===== src/rtl/dvfs_gov_pkg.sv =====
`timescale 1ns/1ps
package dvfs_gov_pkg;
  typedef enum logic [2:0] {
    SQ_IDLE,
    SQ_VUP,
    SQ_FUP,
    SQ_FDN,
    SQ_VDN
  } seq_state_t;
endpackage


===== src/rtl/idle_meter.sv =====
`timescale 1ns/1ps
// Counts awake cycles over a window of 2^WIN_LOG2 enabled cycles.
module idle_meter #(
  parameter int WIN_LOG2 = 16
) (
  input  logic              clk,
  input  logic              rst,
  input  logic              en,
  input  logic              asleep,
  output logic              win_done,
  output logic [WIN_LOG2:0] busy_total
);
  localparam logic [WIN_LOG2-1:0] LAST = '1;

  logic [WIN_LOG2-1:0] wcnt;
  logic [WIN_LOG2:0]   busy_acc;
  logic [WIN_LOG2:0]   inc;

  assign inc = {{WIN_LOG2{1'b0}}, ~asleep};

  always_ff @(posedge clk) begin
    if (rst || !en) begin
      wcnt       <= '0;
      busy_acc   <= '0;
      win_done   <= 1'b0;
      busy_total <= '0;
    end else begin
      win_done <= 1'b0;
      wcnt     <= wcnt + 1'b1;
      if (wcnt == LAST) begin
        busy_total <= busy_acc + inc;
        busy_acc   <= '0;
        win_done   <= 1'b1;
      end else begin
        busy_acc <= busy_acc + inc;
      end
    end
  end
endmodule


===== src/rtl/level_picker.sv =====
`timescale 1ns/1ps
// Maps a window busy count to the required level and moves the target one step.
module level_picker #(
  parameter int WIN_LOG2 = 16,
  parameter int LEVELS   = 8,
  localparam int LW      = $clog2(LEVELS)
) (
  input  logic              clk,
  input  logic              rst,
  input  logic              en,
  input  logic              win_done,
  input  logic [WIN_LOG2:0] busy_total,
  output logic [LW-1:0]     tgt
);
  localparam int          PW  = WIN_LOG2 + LW + 2;
  localparam logic [LW-1:0] TOP = LW'(LEVELS - 1);

  logic [PW-1:0] scaled;
  logic [PW-1:0] ceil_q;
  logic [LW-1:0] need_lvl;

  always_comb begin
    scaled = PW'(busy_total) * PW'(LEVELS);
    ceil_q = (scaled + PW'((1 << WIN_LOG2) - 1)) >> WIN_LOG2;
    if (ceil_q == '0)
      need_lvl = '0;
    else if (ceil_q > PW'(LEVELS))
      need_lvl = TOP;
    else
      need_lvl = LW'(ceil_q - 1'b1);
  end

  always_ff @(posedge clk) begin
    if (rst || !en) begin
      tgt <= TOP;
    end else if (win_done) begin
      if (need_lvl > tgt)
        tgt <= tgt + 1'b1;
      else if (need_lvl < tgt)
        tgt <= tgt - 1'b1;
    end
  end
endmodule


===== src/rtl/vf_sequencer.sv =====
`timescale 1ns/1ps
// Orders voltage and frequency steps so the clock never outruns the supply.
module vf_sequencer
  import dvfs_gov_pkg::*;
#(
  parameter int LEVELS = 8,
  localparam int LW    = $clog2(LEVELS)
) (
  input  logic          clk,
  input  logic          rst,
  input  logic [LW-1:0] goal,
  output logic [LW-1:0] freq_lvl,
  output logic          freq_req,
  input  logic          pll_done,
  output logic [LW-1:0] volt_lvl,
  output logic          volt_req,
  input  logic          vreg_done
);
  localparam logic [LW-1:0] TOP = LW'(LEVELS - 1);

  seq_state_t    st;
  logic [LW-1:0] goal_q;

  always_ff @(posedge clk) begin
    if (rst) begin
      st       <= SQ_IDLE;
      goal_q   <= TOP;
      freq_lvl <= TOP;
      volt_lvl <= TOP;
      freq_req <= 1'b0;
      volt_req <= 1'b0;
    end else begin
      case (st)
        SQ_IDLE: begin
          if (goal > freq_lvl) begin
            goal_q   <= goal;
            volt_lvl <= goal;
            volt_req <= 1'b1;
            st       <= SQ_VUP;
          end else if (goal < freq_lvl) begin
            goal_q   <= goal;
            freq_lvl <= goal;
            freq_req <= 1'b1;
            st       <= SQ_FDN;
          end
        end
        SQ_VUP: if (vreg_done) begin
          volt_req <= 1'b0;
          freq_lvl <= goal_q;
          freq_req <= 1'b1;
          st       <= SQ_FUP;
        end
        SQ_FUP: if (pll_done) begin
          freq_req <= 1'b0;
          st       <= SQ_IDLE;
        end
        SQ_FDN: if (pll_done) begin
          freq_req <= 1'b0;
          volt_lvl <= goal_q;
          volt_req <= 1'b1;
          st       <= SQ_VDN;
        end
        SQ_VDN: if (vreg_done) begin
          volt_req <= 1'b0;
          st       <= SQ_IDLE;
        end
        default: st <= SQ_IDLE;
      endcase
    end
  end
endmodule


===== src/rtl/dvfs_governor.sv =====
`timescale 1ns/1ps
module dvfs_governor #(
  parameter int WIN_LOG2 = 16,
  parameter int LEVELS   = 8,
  localparam int LW      = $clog2(LEVELS)
) (
  input  logic          clk,
  input  logic          rst,
  input  logic          gov_en,
  input  logic          core_asleep,
  output logic [LW-1:0] freq_lvl,
  output logic          freq_req,
  input  logic          pll_done,
  output logic [LW-1:0] volt_lvl,
  output logic          volt_req,
  input  logic          vreg_done
);
  logic              win_done;
  logic [WIN_LOG2:0] busy_total;
  logic [LW-1:0]     tgt;

  idle_meter #(.WIN_LOG2(WIN_LOG2)) u_meter (
    .clk(clk), .rst(rst), .en(gov_en), .asleep(core_asleep),
    .win_done(win_done), .busy_total(busy_total)
  );

  level_picker #(.WIN_LOG2(WIN_LOG2), .LEVELS(LEVELS)) u_picker (
    .clk(clk), .rst(rst), .en(gov_en), .win_done(win_done),
    .busy_total(busy_total), .tgt(tgt)
  );

  vf_sequencer #(.LEVELS(LEVELS)) u_seq (
    .clk(clk), .rst(rst), .goal(tgt),
    .freq_lvl(freq_lvl), .freq_req(freq_req), .pll_done(pll_done),
    .volt_lvl(volt_lvl), .volt_req(volt_req), .vreg_done(vreg_done)
  );
endmodule


===== config.mk =====
export PLATFORM = sky130hd
export DESIGN_NAME = dvfs_governor
export DESIGN_NICKNAME = d
export VERILOG_FILES = /design/src/rtl/dvfs_gov_pkg.sv /design/src/rtl/idle_meter.sv /design/src/rtl/level_picker.sv /design/src/rtl/vf_sequencer.sv /design/src/rtl/dvfs_governor.sv
export SDC_FILE = /design/constraint.sdc
export NUM_CORES = 1
export LEC_CHECK = 0
export ABC_CLOCK_PERIOD_IN_PS = 10000
export CELL_PAD_IN_SITES_DETAIL_PLACEMENT = 1
export CELL_PAD_IN_SITES_GLOBAL_PLACEMENT = 2
export CORE_MARGIN = 8
export CORE_UTILIZATION = 29
export CTS_BUF_LIST = sky130_fd_sc_hd__clkbuf_8
export DETAILED_ROUTE_END_ITERATION = 8
export PLACE_DENSITY_LB_ADDON = 0.1
export SYNTH_ARGS = -nofsm -noshare
export SYNTH_HDL_FRONTEND = slang
export SYNTH_SLANG_ARGS = --single-unit

===== constraint.sdc =====
create_clock -name clk -period 10 [get_ports clk]
set_clock_uncertainty 0.2 [all_clocks]
set_input_delay 1.5 -clock clk [delete_from_list [all_inputs] [get_ports clk]]
set_output_delay 1.5 -clock clk [all_outputs]
set_load 0.03 [all_outputs]

* Word-level counts from Yosys, hierarchy flattened
Index checks and enable logic that the tools add are counted.
Widths: inputs -> output; s select.
** Storage, ports and cells
- Word-level logic and storage cells :: 87
- Bits of input ports :: 6
- Output and inout bits :: 8
- Memory bits (read-only) :: 0
- Memories :: 0
- Bits in registers :: 68
- Latch bits :: 0
- RAM bits :: 0
** Cells by class
- Multiplexer cells :: 29
- Divide/modulo/power cells :: 0
- Shift operators :: 0
- Bitwise logic cells :: 1
- $mul :: 0
- Magnitude comparators :: 5
- Add/sub/neg operators :: 6
- Eq/ne operators :: 15
- Reduce and logical (&&, ||, !) cells :: 20
** Operators by type and width (count)
- $mux 3 :: 16
- $add 20x16->21 const B :: 1
- $logic_not 21->1 :: 1
- $add 17x1->17 :: 1
- $add 16x1->16 const B :: 1
- $eq 16x16->1 const B :: 1
- $pmux 3 s5 :: 1
- $pmux 3 s2 :: 2
- $ne 2x2->1 const B :: 5
- $reduce_and 5->1 :: 2
- $mux 1 :: 8
- $ne 2x1->1 const B :: 4
- $reduce_and 4->1 :: 2
- $reduce_bool 2->1 :: 4
- $eq 3x2->1 const B :: 2
- $gt 3x3->1 :: 2
- $lt 3x3->1 :: 2
- $pmux 1 s3 :: 2
- $reduce_bool 3->1 :: 2
- $reduce_or 2->1 :: 3
- $sub 3x1->3 const B :: 2
- $gt 5x4->1 const B :: 1
- $reduce_and 2->1 :: 2
- $add 3x1->3 const B :: 1
- other kinds (8) :: 8

* Longest topological paths before layout
Gate-level depths: netlist of run 1.
- Depth in word-level cells :: 7
- Gate-level depth with buffers :: 16
- Depth with buffers taken out :: 16

* Modules after synthesis
From an unflattened synthesis of run 1, not the netlist that was laid out.
** Unflattened totals
- Cell total of the unflattened synthesis :: 364
- Area, all modules :: 3236.9 um^2
** Modules (own cells, without submodules)
- idle_meter :: cells an instance 221, sequential area each 1021.0 um^2, area an instance 2000.7 um^2, instances 1
- vf_sequencer :: cells an instance 82, sequential area each 280.3 um^2, area an instance 750.7 um^2, instances 1
- level_picker :: cells an instance 61, sequential area each 60.1 um^2, area an instance 485.5 um^2, instances 1

* Worst setup path after synthesis of run 1
No wires, ideal clock.
- Path type :: register to register
- From :: reg u_meter.busy_total[6]
- To :: reg u_picker.tgt[2]
- Buffers on the path :: 0
- Cell stages (with the launch flop) :: 17
- Period minus slack after synthesis :: 3.724 ns
- Data required time :: 9.728 ns
- Setup slack :: 6.276 ns
- Setup time :: 0.072 ns
- Arrival :: 3.453 ns
- Path through :: dfxtp_1 > nor4_1 > nand4_1 > nand2_1 > xor2_1 > ha_1 > nor2b_1 > and3_1 > a211oi_1 > ha_1 > nor2b_1 > o21a_1 > o2bb2ai_1 > fa_1 > or3_1 > a21oi_1 > mux2i_1
** Between the ends
- Word-level cells in the longest chain between the ends :: 7
- Elaborated cells on any way between the ends :: 11
- Those cells by class :: add/sub (2); order compare (3); mux (3); reduce/logical (3)
** Ends and longest elaborated chain
- start: declaration :: RTL line idle_meter.sv:11 : output logic [WIN_LOG2:0] busy_total
- start signal: assignment :: RTL line idle_meter.sv:31 : busy_total <= busy_acc + inc;
- $add 20x16->21 (*) :: RTL line level_picker.sv:24 : ceil_q = (scaled + PW'((1 << WIN_LOG2) - 1)) >> WIN_LOG2;
- $gt 5x4->1 or $sub 3x1->3 (tied branches) :: RTL line level_picker.sv:27, level_picker.sv:30
- $mux 3 :: RTL line level_picker.sv:27 : else if (ceil_q > PW'(LEVELS))
- $mux 3 (*) :: RTL line level_picker.sv:25 : if (ceil_q == '0)
- $lt 3x3->1 or $gt 3x3->1 (tied branches) :: RTL line level_picker.sv:39, level_picker.sv:37
- $reduce_bool 2->1 (no source line)
- $reduce_and 2->1 (no source line)
- end signal: assignment :: RTL line level_picker.sv:38 : tgt <= tgt + 1'b1;
- end signal: assignment :: RTL line level_picker.sv:40 : tgt <= tgt - 1'b1;
- end: declaration :: RTL line level_picker.sv:13 : output logic [LW-1:0] tgt
Every way passes the cells marked *; elsewhere a longest branch is shown, timed or not.
A chain may end at the register's enable or synchronous reset.

* Worst setup path in the final report of run 1
- From :: reg u_meter.busy_total[9]
- To :: reg u_picker.tgt[2]
Same word-level chain as after synthesis.

==> results of run 1 <==
-- cell usage in the layout (no fill, tap or decap), types with 3 or more instances in the layout --
master	count
a211oi_1	4
a21oi_1	12
a311o_1	3
and2_1	4
and3_1	6
clkbuf_8	13
clkdlybuf4s50_1	13
dfxtp_1	68
ha_1	11
inv_1	12
mux2i_1	7
nand2_1	37
nand3_1	15
nand4_1	7
nor2_1	51
nor2b_1	5
nor3_1	3
o211ai_1	3
o21ai_0	11
o21ai_2	9
xnor2_1	14
xor2_1	17
-- flip-flops by register name (all words and copies together), names as in the netlist, 3 cells and up --
signal              flops
u_seq.goal_q            3
u_seq.volt_lvl          3
u_seq.st                3
u_picker.tgt            3
u_seq.freq_lvl          3
u_meter.busy_acc       17
u_meter.busy_total     17
u_meter.wcnt           16
-- power breakdown --
part / switching [mW] / leakage [nW] / internal [mW] / total, mW
clock network: 0.102 / 0.103 / 0.115 / 0.217
logic: 0.00677 / 0.704 / 0.00340 / 0.0102
registers: 0.000413 / 0.548 / 0.271 / 0.272
total: 0.109 / 1.36 / 0.389 / 0.499
-- synthesized netlist by cell type (3+ instances only) --
master    count
a311o_1       3
a21oi_1      12
o21ai_2       9
inv_1        11
o21ai_0      11
clkbuf_1      3
xor2_1       17
nand3_1      15
ha_1         11
nor3_1        3
and3_1        6
nand4_1       7
mux2i_1       7
nand2_1      37
and2_1        4
buf_6         3
nor2b_1       5
a211oi_1      4
nor2_1       51
xnor2_1      14
o211ai_1      3
dfxtp_1      68
-- worst min path at each step --
stage,startpoint,endpoint,slack (ps),cells past startpoint
after floorplan,u_meter.wcnt[0]$_SDFF_PP0_,u_meter.wcnt[0]$_SDFF_PP0_,220,1
final,u_meter.wcnt[0]$_SDFF_PP0_,u_meter.wcnt[0]$_SDFF_PP0_,260,1
after global placement,u_meter.wcnt[0]$_SDFF_PP0_,u_meter.wcnt[0]$_SDFF_PP0_,230,1
after detailed placement,u_meter.wcnt[0]$_SDFF_PP0_,u_meter.wcnt[0]$_SDFF_PP0_,250,1
after CTS,u_seq.freq_req$_SDFFE_PP0P_,u_seq.freq_req$_SDFFE_PP0P_,260,2
after global routing,u_seq.freq_req$_SDFFE_PP0P_,u_seq.freq_req$_SDFFE_PP0P_,280,2
-- cells by family (layout without fill, tap and decap cells) --
| kind of cell | Yosys count | after routing | share of synthesized area (%) |
|---|---|---|---|
| AOI/OAI and AO/OA | 61 | 61 | 14.65 |
| buffers and inverters | 18 | 39 | 2.891 |
| DFF | 68 | 68 | 43.09 |
| muxes | 7 | 7 | 2.218 |
| and+or+nand+nor | 149 | 149 | 23.56 |
| xor gates and xnor gates | 31 | 31 | 8.594 |
| adders and majority gates | 12 | 12 | 4.990 |
-- per-layer routing --
layer	share of wire, %	up-vias
li1	-	1234
met1	53	1131
met2	42	19
met3	3.2	7
met4	1.4	0
met5	0	-
-- area by class of cell --
cell class              instances  area (µm²)
repair buffers                 13       130.1
well taps                     140       175.2
clock inverters                 2       8.758
fillers                      1304        7143
clock buffers                  13       178.9
multi-input cells             260        1707
flip-flops and latches         68        1361
inverters                      11       41.29
-- per-stage QoR --
step	setup slack [ps]	utilization [%]	cells	total power, mW	area, µm²
4_1_cts	5765	33.52	507	0.5122	3602
3_3_place_gp	5789	31.78	492	0.2885	3415
5_1_grt	5404	33.52	507	0.5234	3602
6_report	5788	33.52	507	0.4986	3602
2_1_floorplan	6276	-	346	0.2843	3159
3_5_place_dp	5787	31.78	492	0.2886	3415
==> summary.txt, run 1 <==
status: finished, final reports clean
critical setup path kind: register to register
Worst Tran Pin Value: 684.4 ps
asr flop ratio synth: 0%
CTS Hold Bufs: 0
Max VDD drop: 0.00006488 V
Hold/Removal Path Class: register to register
n_diodes: 0
via density per instance: 4.716
Final Net Count: 381
worst reg2reg path startpoint: u_meter.busy_total[9]$_SDFFE_PP0P_
Largest stage delay, worst path: 380 ps
Reg clk slew, reported paths: 70 ps
Sum Neg Setup Slack: 0 ps
via count: 2391
First DRT Iteration DRCs: 119
Arr. time, crit path: 4290 ps
Die W: 120.4 µm
CTS buffer count: 9
worst hold margin: 255.3 ps
worst-path fanout max: 5
first-pass GRT wire length: 12160 µm
final hold vios: 0
Slowest-stage cell, CP: or3_1
WP data required: 10070 ps
crit path time final: 4212 ps
DRC Markers: 0
largest net degree at the start of global routing: 19
TritonRoute pass-1 iters: 4
fraction of layout cells with a size suffix above 1: 10.08%
global route overflow: 0
CTS HTree Levels: 3
GRT met1 Usage: 13.95%
initial antenna violation count: 0
DP HPWL: 5045 µm
r2r setup slk: 5790 ps
post-synth top area share: 43.09%
Mapped Nets: 364
Critical Path Start: u_meter.busy_total[9]$_SDFFE_PP0P_
Routed Wire Length: 6895 µm
Top FF cell, synth: dfxtp_1
MaxCap Viol Count: 0
die span in y: 120.4 µm
Max Root-Sink Buffers: 2
synth warn: 0
area grow syn2layout: 14.02%
Syn Area/Cell: 9.131 µm²
vias in the first global route: 2505
cell count after synthesis: 346
DIE AREA: 14490 µm²
endpoint class of the critical path: register
M2 GR Usage: 15.07%
CTS tree: done
Relative slew margins: 53.89%
placer congestion estimate: 0.6967
M3 GR Usage: 3.450%
worst-case reg-to-reg path depth: 15
Max Fclk: 237.4 MHz
Final Max Slew Viols: 0
top post-synthesis cells by area: dfxtp_1 (43%), nor2_1 (6.1%), xor2_1 (4.7%), nand2_1 (4.4%), ha_1 (4.4%)
post-cts sizing count: 0
Setup Buffers After CTS: 0
CP endpoint: u_picker.tgt[2]$_SDFFE_PP1P_
post-route ant nets: 0
Initial Util: 29.40%
mean routed wirelength per cell: 13.60 µm
cell taking the most area after synthesis: dfxtp_1
flip-flop and latch count after synthesis: 68
synthesized area: 3159 µm²
Worst Setup Start Kind: register
core area: 10750 µm²
RSZ-0062 raised after global routing: false
final setup vio count: 0
Clk Tree Root Cell: clkbuf_8
PortBufs: 13
CP delay by family, top: simple AND/OR/NAND/NOR gates
GRT Total Usage: 10.55%
buffers plus inverters on the worst setup path: 0
period utilization: 42.12%
Unique masters post-synth: 54
sequential share of the synthesized area: 43.09%
Worst path depth: 15
Ports: 14
clk sinks: 68
RR Endpoint: u_picker.tgt[2]$_SDFFE_PP1P_
leak pwr: 1.355 nW
Post-synth EDFFs: 0
Worst-Skew Late Latency: 350 ps
PwrDens: 138.4 nW/µm²
Most Crowded Layer GR: met2
CP cell instances: nor3_1 > nand4_1 > xnor2_1 > ha_1 > nor2b_1 > and3_1 > a211oi_1 > ha_1 > nor2b_1 > o21a_1 > o2bb2ai_1 > fa_1 > or3_1 > a21oi_1 > mux2i_1
Core Rows: 38
(Power assumes the default switching activity.)
==> run 2, diff against run 1 <==
--- a/config.mk
+++ b/config.mk
@@ -5,7 +5,7 @@
 export SDC_FILE = /design/constraint.sdc
 export NUM_CORES = 1
 export LEC_CHECK = 0
-export ABC_CLOCK_PERIOD_IN_PS = 10000
+export ABC_CLOCK_PERIOD_IN_PS = 4100
 export CELL_PAD_IN_SITES_DETAIL_PLACEMENT = 1
 export CELL_PAD_IN_SITES_GLOBAL_PLACEMENT = 2
 export CORE_MARGIN = 8
==> constraint.sdc (replaced) <==
create_clock -name clk -period 4.1 [get_ports clk]
set_clock_uncertainty 0.2 [all_clocks]
set_input_delay 0.615 -clock clk [delete_from_list [all_inputs] [get_ports clk]]
set_output_delay 0.615 -clock clk [all_outputs]
set_load 0.03 [all_outputs]
==> summary.txt, run 2 (synthesized netlist as in run 1, its figures left out) <==
status: finished, final reports clean
TritonRoute pass-1 iters: 4
Worst path depth: 17
vias in the first global route: 2567
DRC Markers: 0
PortBufs: 13
final setup vio count: 0
r2r setup slk: 240 ps
CP delay by family, top: simple AND/OR/NAND/NOR gates
Max VDD drop: 0.0001242 V
Largest regs: u_meter.busy_acc x17, u_meter.busy_total x17, u_meter.wcnt x16
Critical Path Start: u_meter.busy_total[4]$_SDFFE_PP0P_
PwrDens: 328.2 nW/µm²
fraction of layout cells with a size suffix above 1: 15.34%
Seq pwr share: 54.1%
placed cell count: 495
critical setup path kind: register to register
period utilization: 94.12%
Hold/Removal Path Class: register to register
worst slack at placement: 23.61 ps
Util after Layout: 34.70%
CP cell instances: nor4_2 > nand4_1 > buf_4 > nand2_2 > xor2_2 > ha_2 > or2_2 > a32oi_2 > a21oi_1 > o211a_1 > ha_1 > o21a_1 > o2bb2ai_1 > fa_2 > or3_1 > a21oi_2 > mux2i_1
Slowest-stage cell, CP: or3_1
Cell Count, Final, Fillers Out: 518
global route overflow: 0
Ports: 14
Final Net Count: 391
Worst Tran Pin Value: 715.5 ps
placer congestion estimate: 0.6955
leak pwr: 1.416 nW
Reg clk slew, reported paths: 80 ps
Combinational Power Share: 2.2%
WP data required: 4170 ps
CTS tree: done
RR Endpoint: u_picker.tgt[2]$_SDFFE_PP1P_
mean routed wirelength per cell: 13.93 µm
worst-path fanout max: 4
CP endpoint: u_picker.tgt[2]$_SDFFE_PP1P_
endpoint class of the critical path: register
die span in y: 120.4 µm
n_diodes: 0
post-route ant nets: 0
Worst Setup Start Kind: register
initial antenna violation count: 0
largest net degree at the start of global routing: 19
final hold vios: 0
DIE AREA: 14490 µm²
Clk Tree Root Cell: clkbuf_8
crit path time final: 3859 ps
Final Max Slew Viols: 0
Clock power frac: 43.6%
Initial Util: 29.40%
switching power: 0.2864 mW
DP HPWL: 5228 µm
Largest stage delay, worst path: 390 ps
CTS HTree Levels: 3
final worst slack: 241.0 ps
Routed Wire Length: 7216 µm
commonest non-fill, non-tap cell in the layout: dfxtp_1
Relative slew margins: 51.79%
area grow syn2layout: 18.02%
Worst-Skew Late Latency: 340 ps
commonest cells after routing, fill and taps aside: dfxtp_1 (68), nor2_1 (51), nand2_1 (36)
clk sinks: 68
worst-case reg-to-reg path depth: 17
core area: 10750 µm²
CTS buffer count: 9
P_int: 0.9373 mW
total power: 1.224 mW
first-pass GRT wire length: 12600 µm
Die W: 120.4 µm
GRT Total Usage: 10.78%
First DRT Iteration DRCs: 96
worst reg2reg path startpoint: u_meter.busy_total[4]$_SDFFE_PP0P_
placed inst area: 3437 µm²
buffers plus inverters on the worst setup path: 1
sw frac: 23.40%
Finished Cell Area: 3729 µm²
Arr. time, crit path: 3930 ps
Max Fclk: 259.1 MHz
CTS Hold Bufs: 0
via density per instance: 4.759
Core Rows: 38
MaxCap Viol Count: 0
via count: 2465
Max Root-Sink Buffers: 2
-- run 2: power groups by stage --
stage	Combinational [mW]	Clock [mW]	Sequential [mW]
3_3_place_gp	0.0281	0	0.678
4_1_cts	0.0284	0.564	0.662
6_report	0.0273	0.534	0.662
2_1_floorplan	0.0158	0	0.678
3_5_place_dp	0.0284	0	0.678
5_1_grt	0.0309	0.592	0.663
-- run 2: worst min path at each step --
stage               cells after the start                                  to                                from  slack, ps
CTS                                     2  u_meter.busy_total[8]$_SDFFE_PP0P_  u_meter.busy_total[8]$_SDFFE_PP0P_        270
finish                                  2         u_seq.freq_req$_SDFFE_PP0P_         u_seq.freq_req$_SDFFE_PP0P_        260
floorplan                               1          u_meter.wcnt[0]$_SDFF_PP0_          u_meter.wcnt[0]$_SDFF_PP0_        220
detailed placement                      2  u_meter.busy_total[9]$_SDFFE_PP0P_  u_meter.busy_total[9]$_SDFFE_PP0P_        250
global placement                        1          u_meter.wcnt[0]$_SDFF_PP0_          u_meter.wcnt[0]$_SDFF_PP0_        230
global route                            2         u_seq.freq_req$_SDFFE_PP0P_         u_seq.freq_req$_SDFFE_PP0P_        280
-- run 2: through the flow --
step	hold WS, ps	setup TNS [ps]
after CTS	266.6	0
after detailed placement	248.7	0
final	261.2	0
after floorplan	217.5	0
after global routing	284.2	-22.48
after global placement	233.6	0
-- run 2: repair_timing --
action | CTS | global route
endpoints found under the setup margin | 1 | 2
gates resized for setup | 0 | 11
setup buffers | 2 | 5
gates cloned | 0 | 0
pin swaps | 1 | 5
-- run 2: cell type report --
| cell class | count | area, µm² |
|---|---|---|
| repair buffers | 23 | 205.2 |
| clock buffers | 12 | 165.2 |
| well taps | 140 | 175.2 |
| clock inverters | 4 | 23.77 |
| fillers | 1259 | 7017 |
| flip-flops and latches | 68 | 1361 |
| multi-input cells | 260 | 1757 |
| inverters | 11 | 41.29 |
-- run 2: metal layers --
layer,track usage [%],vias up,wire [µm]
li1,-,1262,-
met1,14.52,1177,3773
met2,16.01,16,3152
met3,2.471,10,158
met4,4.918,0,131
met5,0,-,0
-- run 2: worst register-to-register path, cell delays in order, from the launching register on --
cell       delay (ps)
dfxtp_1           330
nor4_2            270
nand4_1           120
buf_4             170
nand2_2            70
xor2_2             80
ha_2              210
or2_2             290
a32oi_2           160
a21oi_1            60
o211a_1           200
ha_1              300
o21a_1            170
o2bb2ai_1         100
fa_2              350
or3_1             390
a21oi_2           150
mux2i_1           190
